<file path="src/rtl/chain_fifo_pkg.sv">
package chain_fifo_pkg;

  // index of the neighbour that receives a token from cell idx
  function automatic int unsigned ring_succ(input int unsigned idx, input int unsigned n);
    return (idx + 1 == n) ? 0 : idx + 1;
  endfunction

  // index of the neighbour that feeds cell idx
  function automatic int unsigned ring_pred(input int unsigned idx, input int unsigned n);
    return (idx == 0) ? n - 1 : idx - 1;
  endfunction

  // address width for a given number of slots (at least one bit)
  function automatic int unsigned addr_bits(input int unsigned depth);
    return (depth > 1) ? $clog2(depth) : 1;
  endfunction

  // occupancy counter width that can hold the value depth
  function automatic int unsigned count_bits(input int unsigned depth);
    return $clog2(depth + 1);
  endfunction

endpackage

</file>
<file path="src/rtl/chain_token.sv">
module chain_token (
  input  logic clk,
  input  logic rst_n,
  input  logic start_owner,
  input  logic pass_in,
  input  logic pass_out,
  output logic owner
);

  always_ff @(posedge clk or negedge rst_n) begin
    if (!rst_n) owner <= start_owner;
    else        owner <= (owner & ~pass_out) | pass_in;
  end

endmodule

</file>
<file path="src/rtl/chain_store.sv">
module chain_store #(
  parameter int unsigned WIDTH = 9,
  parameter int unsigned DEPTH = 8,
  localparam int unsigned AW = chain_fifo_pkg::addr_bits(DEPTH)
) (
  input  logic             clk,
  input  logic             rst_n,
  input  logic             wr_fire,
  input  logic [AW-1:0]    wr_addr,
  input  logic [WIDTH-1:0] wr_data,
  input  logic             rd_fire,
  input  logic [AW-1:0]    rd_addr,
  output logic [WIDTH-1:0] rd_data,
  output logic             rd_valid
);

  logic [WIDTH-1:0] slots [DEPTH];

  always_ff @(posedge clk) begin
    if (wr_fire) slots[wr_addr] <= wr_data;
  end

  always_ff @(posedge clk or negedge rst_n) begin
    if (!rst_n) begin
      rd_data  <= '0;
      rd_valid <= 1'b0;
    end else begin
      rd_valid <= rd_fire;
      if (rd_fire) rd_data <= slots[rd_addr];
    end
  end

endmodule

</file>
<file path="src/rtl/chain_cell.sv">
module chain_cell #(
  parameter int unsigned WIDTH = 9,
  parameter int unsigned DEPTH = 8
) (
  input  logic             clk,
  input  logic             rst_n,
  input  logic             first_load_n,
  input  logic             wr_en,
  input  logic [WIDTH-1:0] wr_data,
  input  logic             rd_en,
  input  logic             xi_wr,
  input  logic             xi_rd,
  output logic             xo_wr,
  output logic             xo_rd,
  output logic             wr_tok,
  output logic             rd_tok,
  output logic             wr_fire,
  output logic             rd_fire,
  output logic [WIDTH-1:0] rd_data,
  output logic             rd_valid,
  output logic             full_n,
  output logic             empty_n
);

  localparam int unsigned AW = chain_fifo_pkg::addr_bits(DEPTH);
  localparam int unsigned CW = chain_fifo_pkg::count_bits(DEPTH);
  localparam logic [AW-1:0] LAST = AW'(DEPTH - 1);
  localparam logic [CW-1:0] CAP  = CW'(DEPTH);

  logic [AW-1:0] wr_ptr, rd_ptr;
  logic [CW-1:0] level;
  logic          wr_at_last, rd_at_last;

  assign full_n  = (level != CAP);
  assign empty_n = (level != '0);

  assign wr_fire = wr_en & wr_tok & full_n;
  assign rd_fire = rd_en & rd_tok & empty_n;

  assign wr_at_last = (wr_ptr == LAST);
  assign rd_at_last = (rd_ptr == LAST);
  assign xo_wr = wr_fire & wr_at_last;
  assign xo_rd = rd_fire & rd_at_last;

  chain_token u_wr_token (
    .clk(clk), .rst_n(rst_n), .start_owner(~first_load_n),
    .pass_in(xi_wr), .pass_out(xo_wr), .owner(wr_tok)
  );

  chain_token u_rd_token (
    .clk(clk), .rst_n(rst_n), .start_owner(~first_load_n),
    .pass_in(xi_rd), .pass_out(xo_rd), .owner(rd_tok)
  );

  always_ff @(posedge clk or negedge rst_n) begin
    if (!rst_n) begin
      wr_ptr <= '0;
      rd_ptr <= '0;
      level  <= '0;
    end else begin
      if (wr_fire) wr_ptr <= wr_at_last ? '0 : wr_ptr + 1'b1;
      if (rd_fire) rd_ptr <= rd_at_last ? '0 : rd_ptr + 1'b1;
      case ({wr_fire, rd_fire})
        2'b10:   level <= level + 1'b1;
        2'b01:   level <= level - 1'b1;
        default: level <= level;
      endcase
    end
  end

  chain_store #(.WIDTH(WIDTH), .DEPTH(DEPTH)) u_store (
    .clk(clk), .rst_n(rst_n),
    .wr_fire(wr_fire), .wr_addr(wr_ptr), .wr_data(wr_data),
    .rd_fire(rd_fire), .rd_addr(rd_ptr),
    .rd_data(rd_data), .rd_valid(rd_valid)
  );

endmodule

</file>
<file path="src/rtl/chain_fifo.sv">
module chain_fifo #(
  parameter int unsigned CELLS = 3,
  parameter int unsigned DEPTH = 8,
  parameter int unsigned WIDTH = 9
) (
  input  logic             clk,
  input  logic             rst_n,
  input  logic             wr_en,
  input  logic [WIDTH-1:0] wr_data,
  input  logic             rd_en,
  output logic [WIDTH-1:0] rd_data,
  output logic             rd_valid,
  output logic             full_n,
  output logic             empty_n
);

  // per-cell events, named for the bound checker
  logic [CELLS-1:0] wr_tok_vec, rd_tok_vec;
  logic [CELLS-1:0] wr_fire_vec, rd_fire_vec;
  logic [CELLS-1:0] xo_wr_vec, xo_rd_vec;
  logic [CELLS-1:0] cell_full_n, cell_empty_n, cell_valid;
  logic [WIDTH-1:0] cell_data [CELLS];

  for (genvar i = 0; i < CELLS; i++) begin : g_cell
    localparam int unsigned PREV = chain_fifo_pkg::ring_pred(i, CELLS);
    chain_cell #(.WIDTH(WIDTH), .DEPTH(DEPTH)) u_cell (
      .clk(clk), .rst_n(rst_n),
      .first_load_n(i != 0),
      .wr_en(wr_en), .wr_data(wr_data), .rd_en(rd_en),
      .xi_wr(xo_wr_vec[PREV]), .xi_rd(xo_rd_vec[PREV]),
      .xo_wr(xo_wr_vec[i]), .xo_rd(xo_rd_vec[i]),
      .wr_tok(wr_tok_vec[i]), .rd_tok(rd_tok_vec[i]),
      .wr_fire(wr_fire_vec[i]), .rd_fire(rd_fire_vec[i]),
      .rd_data(cell_data[i]), .rd_valid(cell_valid[i]),
      .full_n(cell_full_n[i]), .empty_n(cell_empty_n[i])
    );
  end

  assign full_n   = |cell_full_n;
  assign empty_n  = |cell_empty_n;
  assign rd_valid = |cell_valid;

  // only the cell that delivered last cycle contributes
  always_comb begin
    rd_data = '0;
    for (int k = 0; k < CELLS; k++) begin
      rd_data = rd_data | (cell_data[k] & {WIDTH{cell_valid[k]}});
    end
  end

endmodule

</file>
<file path="config.mk">
export PLATFORM = sky130hd
export DESIGN_NAME = chain_fifo
export DESIGN_NICKNAME = d
export VERILOG_FILES = /design/src/rtl/chain_fifo_pkg.sv /design/src/rtl/chain_token.sv /design/src/rtl/chain_store.sv /design/src/rtl/chain_cell.sv /design/src/rtl/chain_fifo.sv
export SDC_FILE = /design/constraint.sdc
export NUM_CORES = 1
export LEC_CHECK = 0
export BUFFER_PORTS_ARGS = -buffer_cell sky130_fd_sc_hd__buf_2
export CAP_MARGIN = 10
export CORE_MARGIN = 2
export CORE_UTILIZATION = 60
export DETAILED_ROUTE_END_ITERATION = 8
export GPL_TIMING_DRIVEN = 0
export HOLD_SLACK_MARGIN = 0.1
export PLACE_DENSITY = 0.77
export SLEW_MARGIN = 5
export SYNTH_ARGS = -nofsm -noshare
export SYNTH_HDL_FRONTEND = slang
export SYNTH_SLANG_ARGS = --single-unit
export TNS_END_PERCENT = 10
</file>
<file path="constraint.sdc">
create_clock -name clk -period 3.7 [get_ports clk]
set_input_delay 0.37 -clock clk [delete_from_list [all_inputs] [get_ports clk]]
set_output_delay 0.37 -clock clk [all_outputs]
set_load 0.02 [all_outputs]
</file>
==> results of run 1 <==
## registers in the layout (all words and copies together), names as in the netlist
| name | flops |
|---|---|
| g_cell.u_cell.level | 12 |
| g_cell.u_cell.rd_ptr | 9 |
| g_cell.u_cell.wr_ptr | 9 |
| g_cell.u_cell.u_store.slots | 216 |
| g_cell.u_cell.u_store.rd_data | 27 |
| g_cell.u_cell.u_rd_token.owner | 3 |
| g_cell.u_cell.u_wr_token.owner | 3 |
| g_cell.u_cell.u_store.rd_valid | 3 |
## cells in the mapped netlist (all sizes together), types with 4 or more instances
cell / instances / area share [%]
nor3b: 9 / 0.58
nand2: 91 / 2.9
nand2b: 4 / 0.21
o21ai: 12 / 0.52
nor4: 5 / 0.40
xnor2: 6 / 0.45
dfrtp: 64 / 14
nor3: 16 / 0.73
nor2b: 6 / 0.32
a21oi: 7 / 0.40
nor2: 12 / 0.45
nor4b: 6 / 0.56
a22oi: 54 / 3.5
edfxtp: 216 / 56
a22o: 5 / 0.38
ha: 21 / 2.3
xor2: 9 / 0.68
mux2i: 108 / 9.3
nand3b: 4 / 0.26
buf: 27 / 1.4
a21o: 4 / 0.26
inv: 15 / 0.48
mux2: 6 / 0.68
nand3: 29 / 1.2
a222oi: 9 / 0.77
## metal layers
metal,track usage [%],vias to the layer above,share of wire (%)
li1,-,3052,-
met1,35.0,3441,41
met2,42.3,240,51
met3,3.39,40,6.5
met4,6.35,0,2.0
met5,0,-,0
## power by group through the flow
stage               Sequential, µW  Clock [µW]  Combinational [µW]
floorplan                     3480           0              0.0917
global placement              3480           0                60.3
detailed placement            3480           0                65.4
CTS                           3410        2560                66.7
global route                  3410        2690                71.8
finish                        3410        2540                66.2
## kinds of logic (layout without fill, tap and decap cells)
logic type / count (synthesis) / in the layout / share of synthesized area [%]
buffers and inverters: 45 / 129 / 1.98
adder cells (fa/ha/maj): 21 / 21 / 2.26
XOR/XNOR: 15 / 15 / 1.13
AO/OA/AOI/OAI: 96 / 96 / 6.38
AND/OR/NAND/NOR: 192 / 192 / 8.35
flip-flops: 282 / 282 / 69.9
multiplexers: 114 / 114 / 9.97
## stage by stage
stage	power, µW	std cells	setup slack, ns
final	6020	1109	0.822
after global routing	6170	1109	0.622
after CTS	6040	1106	0.844
after detailed placement	3540	1056	0.877
after global placement	3540	1049	0.395
after floorplan	3480	765	1.28
## path summary, 6_finish.rpt
| kind | end | slack [ns] |
|---|---|---|
| worst max-delay path | g_cell[1].u_cell.level[2] | 0.82 |
| worst min-delay path | g_cell[2].u_cell.wr_ptr[2] | 0.27 |
| worst max register to register | g_cell[1].u_cell.level[2] | 0.82 |
| worst min register to register | g_cell[0].u_cell.u_store.rd_data[4] | 0.49 |
| max in group asynchronous | g_cell[2].u_cell.wr_ptr[1] | 2.63 |
| min in group asynchronous | g_cell[1].u_cell.level[0] | 0.50 |
## repair_timing
| item | CTS | global route |
|---|---|---|
| endpoints found under the hold margin | 64 | 0 |
| hold buffers | 1 | 0 |
| setup buffers | 0 | 0 |
## worst reg2reg max path, cell delays in order (launching register included)
cell and delay (ns):
dfrtp_1 0.48, nor4_4 0.69, nor2_4 0.12, buf_2 0.26
ha_1 0.32, xor2_1 0.17, ha_1 0.19, a21oi_1 0.14
xor2_1 0.17, nor2_1 0.07, xor2_1 0.14
## cell type report
| class | instances | area (µm²) | area share (%) |
|---|---|---|---|
| inverters | 15 | 56.3 | 0.432 |
| repair buffers | 35 | 198 | 1.52 |
| well taps | 260 | 325 | 2.49 |
| multi-input cells | 438 | 3340 | 25.6 |
| flip-flops and latches | 282 | 8140 | 62.4 |
| clock inverters | 15 | 100 | 0.767 |
| plain buffers | 30 | 174 | 1.33 |
| clock buffers | 34 | 712 | 5.46 |
==> results.cfg, run 1 <==
[run_status]
status = complete, no violations

[setup_path]
start_kind = register
r2r_start = g_cell[1].u_cell.level[1]
crit_family = simple AND/OR/NAND/NOR gates
end_kind = register
crit_chain = nor4_4 > nor2_4 > buf_2 > ha_1 > xor2_1 > ha_1 > a21oi_1 > xor2_1 > nor2_1 > xor2_1
crit_buf_inv = 1
max_stage_delay_ns = 0.69
cp.depth = 10
critPathKind = register to register
cp_common_cell = xor2_1
cp_slowest_cell = nor4_4
startpoint = g_cell[1].u_cell.level[1]
crit_fanout = 12
reg2regPathDepth = 10
required_ns = 4.10
arrival_ns = 3.28

[sta]
setup_viol = 0
hold_slack_ns = 0.268
min_period_over_period_pct = 77.8
finalHoldViolCount = 0
finalMaxSlewViolations = 0
rsz0062_at_grt = no
worst_pin_slew_ns = 0.966
period_needed_ns = 2.88
relSlewSlack_pct = 35.4
fmax_ghz = 0.347
tns_ns = 0
fin_worst_skew_ns = 0.00756

[placed_design]
hpwl_mm = 16.0
globalplace.congestion = 0.829
place_area_um2 = 12200
port-buffer-count = 24

[routing]
post-route-drc-count = 0
routed_via_density = 6.11
dr.pass1.iters = 6
wl_per_cell_um = 22.3
dr.first_iter.drc_count = 650
dr_total_vias = 6773
ant_nets = 0
routed_wl_mm = 24.8

[grt]
overflow = 0
grt.total_usage_pct = 25.0
grt_pass1_wl_mm = 38.4
grt_pass1_vias = 6872
grt_start_max_net_pins = 67
antenna_found_initial = 0

[cts]
clock_sinks = 282
worstSkewPairLatency_ns = 0.52
numCtsBuffers = 27
cts_tree = built
cts-resized-gates = 0
cts_root_buffer = clkbuf_16
clk_pin_slew_ns = 0.06
clockBufferDepth = 3
htree_num_levels = 1

[die]
coreArea_um2 = 18900
ios = 25
die_h_um = 143
start_util_pct = 61.6
row_count = 50
die_w_um = 143
die_area_um2 = 20500

[finish]
final_area_um2 = 13000
drive_above_1_share_pct = 15.1
fin_nets = 863
layout_common_cells = edfxtp_1, mux2i_1, nand2_1, dfrtp_1, a22oi_1
final_util_pct = 69.0
syn2layout_area_growth_pct = 12.1
antenna_cells = 0
fill_cells = 1288
layout.cells.most_common = edfxtp_1

[yosys]
synth-edff-count = 216
ys_seq_area_share_pct = 69.9
synth_area_um2 = 11600
synth-main-ff-cell = edfxtp_1
avgSynthCellArea_um2 = 15.2
synth.net_count = 799
ys_async_sr_fraction_pct = 23.4
ys_warn_count = 0
ys_types = 46
ys_ff_latch = 282
syn_inst = 765

[power]
switching_power_uw = 1170
leakagePower_uw = 0.00476
peakVddDrop_mv = 0.445
pwr_density_cell_nw_per_um2 = 461
p_clk_share_pct = 42.2
combinationalPowerShare_pct = 1.1
p_sw_share_pct = 19.5
seq_power_share_pct = 56.7
p_int_uw = 4850

[worst_hold_path]
hold-path-cell-count = 5
worstHoldStart = wr_en
hold_class = primary input to register

[flow_run]
drv_cap = 0
(Power assumes the default switching activity.)
==> run 2, diff against run 1 <==
Clock period 3.7 ns to 2.94 ns, I/O delays scaled along.
==> run 2 against run 1 <==
Combinational power increased by 25%. First-iteration DRC count is 12% higher. Non-clock buffer count rose by 2. Cell area grew 0.11%. Critical endpoint is now g_cell[2].u_cell.level[2]. Critical path type unchanged. Setup slack worse by 0.66 ns. Worst hold slack lost 0.073 ns. Clock skew hardly changed. Maximum frequency is 3.6% higher.
==> results.cfg, run 2 (synthesis results as in run 1) <==
[setup_path]
arrival_ns = 3.18
max_stage_delay_ns = 0.45
crit_buf_inv = 2
r2r_start = g_cell[2].u_cell.level[0]
required_ns = 3.34
reg2regPathDepth = 11
critPathKind = register to register
crit_chain = or3_4 > o211ai_4 > inv_2 > buf_6 > ha_1 > xor2_1 > ha_1 > a21oi_1 > xor2_1 > nor2_1 > xor2_1
crit_family = simple AND/OR/NAND/NOR gates
cp.depth = 11
r2r_slack_ns = 0.16
cp_slowest_cell = dfrtp_1
cp_common_cell = xor2_1
start_kind = register
reg2reg_to = g_cell[2].u_cell.level[2]
endpoint = g_cell[2].u_cell.level[2]
startpoint = g_cell[2].u_cell.level[0]
end_kind = register
crit_fanout = 12

[routing]
post-route-drc-count = 0
dr.pass1.iters = 7
dr_total_vias = 6788
dr.first_iter.drc_count = 729
ant_nets = 0
routed_wl_mm = 24.8
wl_per_cell_um = 22.3
routed_via_density = 6.11

[die]
ios = 25
die_w_um = 143
coreArea_um2 = 18900
row_count = 50
die_area_um2 = 20500
die_h_um = 143
start_util_pct = 61.6

[sta]
setup_viol = 0
finalMaxSlewViolations = 0
finalHoldViolCount = 0
fin_worst_skew_ns = 0.00717
worst_slack_ns = 0.161
rsz0062_at_grt = no
fmax_ghz = 0.360
relSlewSlack_pct = 35.4
min_period_over_period_pct = 94.5
period_needed_ns = 2.78
worst_pin_slew_ns = 0.966
tns_ns = 0

[finish]
largest_register_ffs = 216
reg_top3 = g_cell.u_cell.u_store.slots: 216 flops, g_cell.u_cell.u_store.rd_data: 27 flops, g_cell.u_cell.level: 12 flops
layout.cells.most_common = edfxtp_1
final_util_pct = 69.1
layout_common_cells = edfxtp_1, mux2i_1, nand2_1, dfrtp_1, a22oi_1
syn2layout_area_growth_pct = 12.2
largest-register = g_cell.u_cell.u_store.slots
fin_nets = 865
drive_above_1_share_pct = 15.3
antenna_cells = 0

[cts]
clock_sinks = 282
cts_root_buffer = clkbuf_16
cts_tree = built
clk_pin_slew_ns = 0.06
numCtsBuffers = 27
worstSkewPairLatency_ns = 0.52
clockBufferDepth = 3
cts-resized-gates = 0
htree_num_levels = 1

[placed_design]
hpwl_mm = 16.0
port-buffer-count = 24
preCtsSetupSlack_ns = 0.117
globalplace.congestion = 0.829

[grt]
grt.total_usage_pct = 25.0
grt_pass1_vias = 6872
grt_start_max_net_pins = 67
overflow = 0
antenna_found_initial = 0
grt_pass1_wl_mm = 38.4

[worst_hold_path]
hold-path-cell-count = 5
hold_class = primary input to register

[power]
pwr_density_cell_nw_per_um2 = 580
leakagePower_uw = 0.00477
peakVddDrop_mv = 0.560

[flow_run]
drv_cap = 0

[run_status]
status = complete, no violations
==> run 2: cell types whose count changed in the layout (fill, tap and decap cells not counted) <==
cell,previous run,this run
buf_4,14,16
==> run 2: metal layers <==
metal / global-route usage [%] / wire [µm]
met3: 3.39 / 1540
met5: 0 / 0
met2: 42.3 / 12500
met4: 6.35 / 466
met1: 35.0 / 10200
==> run 2: worst min path at each step <==
stage                                   startpoint                             endpoint  slack [ns]
5_1_grt                                      wr_en           g_cell[0].u_cell.wr_ptr[1]        0.22
4_1_cts                                      wr_en           g_cell[2].u_cell.wr_ptr[2]        0.18
6_report                                     wr_en           g_cell[2].u_cell.wr_ptr[2]        0.20
2_1_floorplan                                rst_n            g_cell[0].u_cell.level[0]      -0.002
3_5_place_dp                                 rst_n            g_cell[1].u_cell.level[0]        0.46
3_3_place_gp   g_cell[0].u_cell.u_store.rd_data[8]  g_cell[0].u_cell.u_store.rd_data[8]        0.47
==> run 2: where the power goes <==
group / switching, µW / total [µW] / internal [µW]
Combinational: 75.9 / 83.0 / 7.09
Sequential: 0 / 4290 / 4290
Clock: 1390 / 3190 / 1800
==> run 2: final cells by class <==
| cell class | count | area, µm² |
|---|---|---|
| Clock inverter | 15 | 100 |
| Timing Repair Buffer | 37 | 213 |
| Fill cell | 1286 | 5830 |
| Clock buffer | 34 | 712 |
| Tap cell | 260 | 325 |
| Sequential cell | 282 | 8140 |
| Inverter | 15 | 56.3 |
| Buffer | 30 | 174 |
| Multi-Input combinational cell | 438 | 3340 |
==> run 2: stage by stage <==
stage          area, µm²  total power [µW]  instances  hold slack [ns]
2_1_floorplan      11600              4380        765         -0.00159
3_3_place_gp       12100              4450       1049            0.469
3_5_place_dp       12200              4460       1056            0.456
4_1_cts            13000              7600       1106            0.178
5_1_grt            13100              7770       1111            0.221
6_report           13100              7570       1111            0.195
==> run 2: repair_timing <==
item	4_1_cts	5_1_grt
hold buffers	1	0
endpoints found under the setup margin	0	2
setup buffers	0	2
endpoints found under the hold margin	64	0
==> run 2: tightest hold or removal path, cell delays in order <==
cell	delay [ns]
buf_2	0.12
nand2_1	0.07
a21oi_2	0.07
nand2_1	0.07
nand2_1	0.05
==> run 3, diff against run 2 <==
--- a/config.mk
+++ b/config.mk
@@ -6,4 +6,5 @@
 export NUM_CORES = 1
 export LEC_CHECK = 0
+export ABC_AREA = 1
 export BUFFER_PORTS_ARGS = -buffer_cell sky130_fd_sc_hd__buf_2
 export CAP_MARGIN = 10
==> constraint.sdc (replaced) <==
create_clock -name clk -period 2.94 [get_ports clk]
set_input_delay 0.294 -clock clk [delete_from_list [all_inputs] [get_ports clk]]
set_output_delay 0.294 -clock clk [all_outputs]
set_load 0.005 [all_outputs]
==> run 3 against run 2 <==
Register-to-register slack improved by 0.48 ns. Total power increased by 6.7%. Sequential power about the same. Clock skew increased by 0.0056 ns. Worst hold slack got worse by 0.068 ns. Via count increased by 18%. Non-clock buffer count increased by 5. First-iteration DRC count increased by 7.4%. Sequential cell count unchanged. Clock power increased by 16%. Largest power group unchanged.
==> results.cfg, run 3 <==
[run_status]
status = complete, no violations

[yosys]
ys_types = 26
synth_area_um2 = 11800
ys_ff_latch = 282
ys_async_sr_fraction_pct = 23.4
avgSynthCellArea_um2 = 11.0
synth_top_area_share_pct = 54.9
synth-edff-count = 216
ys_seq_area_share_pct = 68.9
yosysTopAreaCell = edfxtp_1
ys_warn_count = 0
ys_top_cells_by_area = edfxtp_1, dfrtp_1, nor2_1
yosys.cell_count.top_type = nor2_1
synth-main-ff-cell = edfxtp_1
synth.net_count = 1104
syn_inst = 1070
synth_commonest_cells = nor2_1, edfxtp_1, nand2_1

[grt]
use_met2_pct = 43.4
grt_start_max_net_pins = 67
grtUsageMet3_pct = 3.51
antenna_found_initial = 0
grt_pass1_vias = 7728
grt_pass1_wl_mm = 40.3
grt.total_usage_pct = 25.6
busiest_layer = met2
overflow = 0
grtUsageMet1_pct = 34.8

[routing]
wl_per_cell_um = 18.5
routed_wl_mm = 26.2
routed_via_density = 5.66
ant_nets = 0
post-route-drc-count = 0
dr_total_vias = 8021
dr.first_iter.drc_count = 783
dr.pass1.iters = 5

[die]
die_h_um = 144
die_area_um2 = 20800
die_w_um = 144
row_count = 51
start_util_pct = 60.9
coreArea_um2 = 19400
ios = 25

[setup_path]
start_kind = register
end_kind = register
crit_fanout = 11
arrival_ns = 2.70
critPathKind = register to register
required_ns = 3.34

[sta]
finalHoldViolCount = 0
tns_ns = 0
hold_slack_ns = 0.127
finalMaxSlewViolations = 0
worst_pin_slew_ns = 0.881
min_period_over_period_pct = 78.3
relSlewSlack_pct = 41.0
fin_worst_skew_ns = 0.0128
setup_viol = 0
rsz0062_at_grt = no
period_needed_ns = 2.30
fmax_ghz = 0.434

[placed_design]
globalplace.congestion = 0.850
hpwl_mm = 16.8
place_area_um2 = 12300
port-buffer-count = 24

[flow_run]
drv_cap = 0

[cts]
clk_pin_slew_ns = 0.06
worstSkewPairLatency_ns = 0.53
clockBufferDepth = 3
clock_sinks = 282
cts_root_buffer = clkbuf_16
htree_num_levels = 1
post_cts_buffers = 0
cts_tree = built
numCtsBuffers = 28

[finish]
final_area_um2 = 13300
reg_top3 = g_cell.u_cell.u_store.slots: 216 flops, g_cell.u_cell.u_store.rd_data: 27 flops, g_cell.u_cell.level: 12 flops
final_util_pct = 68.6
fill_cells = 1420
fin_nets = 1162
syn2layout_area_growth_pct = 12.5
layout.cells.most_common = nor2_1
drive_above_1_share_pct = 11.7
largest-register = g_cell.u_cell.u_store.slots
layout_common_cells = nor2_1, edfxtp_1, nand2_1, nand3_1, o21ai_0
largest_register_ffs = 216

[power]
leakagePower_uw = 0.00514
peakVddDrop_mv = 0.581
pwr_density_cell_nw_per_um2 = 607

[worst_hold_path]
hold_class = primary input to register
[run 3: cells by family (layout without fill, tap and decap cells)]
kind of cell / Yosys count / after routing / synth area share [%]
adders and majority gates: 21 / 21 / 2.22
other: 0 / 1 / 0
AOI/OAI and AO/OA: 145 / 145 / 6.14
DFF: 282 / 282 / 68.9
xor gates and xnor gates: 9 / 9 / 0.667
and+or+nand+nor: 525 / 525 / 18.2
buffers and inverters: 88 / 168 / 3.94
[run 3: final cells by class]
cell class | count | area (µm²) | area share [%]
Timing Repair Buffer | 28 | 150 | 1.13
Multi-Input combinational cell | 700 | 3240 | 24.4
Sequential cell | 282 | 8140 | 61.2
Buffer | 44 | 300 | 2.26
Antenna cell | 1 | 2.50 | 0.0188
Clock buffer | 33 | 761 | 5.72
Clock inverter | 19 | 213 | 1.60
Tap cell | 265 | 332 | 2.49
Inverter | 44 | 165 | 1.24
[run 3: where the power goes]
| group | internal (µW) | switching (µW) |
|---|---|---|
| sequential | 4290 | 0 |
| combinational | 7.00 | 74.3 |
| clock | 2210 | 1500 |
| total | 6510 | 1570 |
[run 3: critical path: stages (launching register included)]
cell,delay [ns]
dfrtp_1,0.42
nor2_1,0.16
nand3_1,0.13
nand3_2,0.15
buf_2,0.28
ha_1,0.26
nand2_1,0.07
inv_1,0.07
nor2_1,0.06
ha_1,0.19
a21oi_1,0.14
xor2_1,0.16
o21ai_0,0.08
[run 3: per-layer routing]
metal / vias up / wire [µm]
met3: 59 / 1760
li1: 3793 / -
met2: 314 / 12900
met4: 0 / 716
met5: - / 0
met1: 3855 / 10800
[run 3: stage by stage]
stage	cells	worst slack, ns	total power (µW)
2_1_floorplan	1070	0.978	4380
3_3_place_gp	1359	0.412	4460
3_5_place_dp	1361	0.476	4460
4_1_cts	1414	0.460	8100
5_1_grt	1415	0.372	8230
6_report	1416	0.638	8080
[run 3: worst paths after layout]
| path | slack, ns | start | endpoint | cells after the start |
|---|---|---|---|---|
| min reg2reg | 0.49 | g_cell[2].u_cell.u_store.rd_data[7] | g_cell[2].u_cell.u_store.rd_data[7] | 2 |
| min in group asynchronous | 0.39 | rst_n | g_cell[0].u_cell.wr_ptr[2] | 2 |
| min | 0.13 | wr_en | g_cell[0].u_cell.u_wr_token.owner | 3 |
| max in group asynchronous | 1.96 | rst_n | g_cell[0].u_cell.u_store.rd_data[3] | 2 |
| max reg2reg | 0.64 | g_cell[2].u_cell.level[0] | g_cell[2].u_cell.level[2] | 12 |
| max | 0.64 | g_cell[2].u_cell.level[0] | g_cell[2].u_cell.level[2] | 12 |
[run 3: repair_timing]
| item | CTS | global route |
|---|---|---|
| gates resized for setup | 0 | 0 |
| hold buffers | 1 | 0 |
| hold endpoints to repair | 64 | 0 |
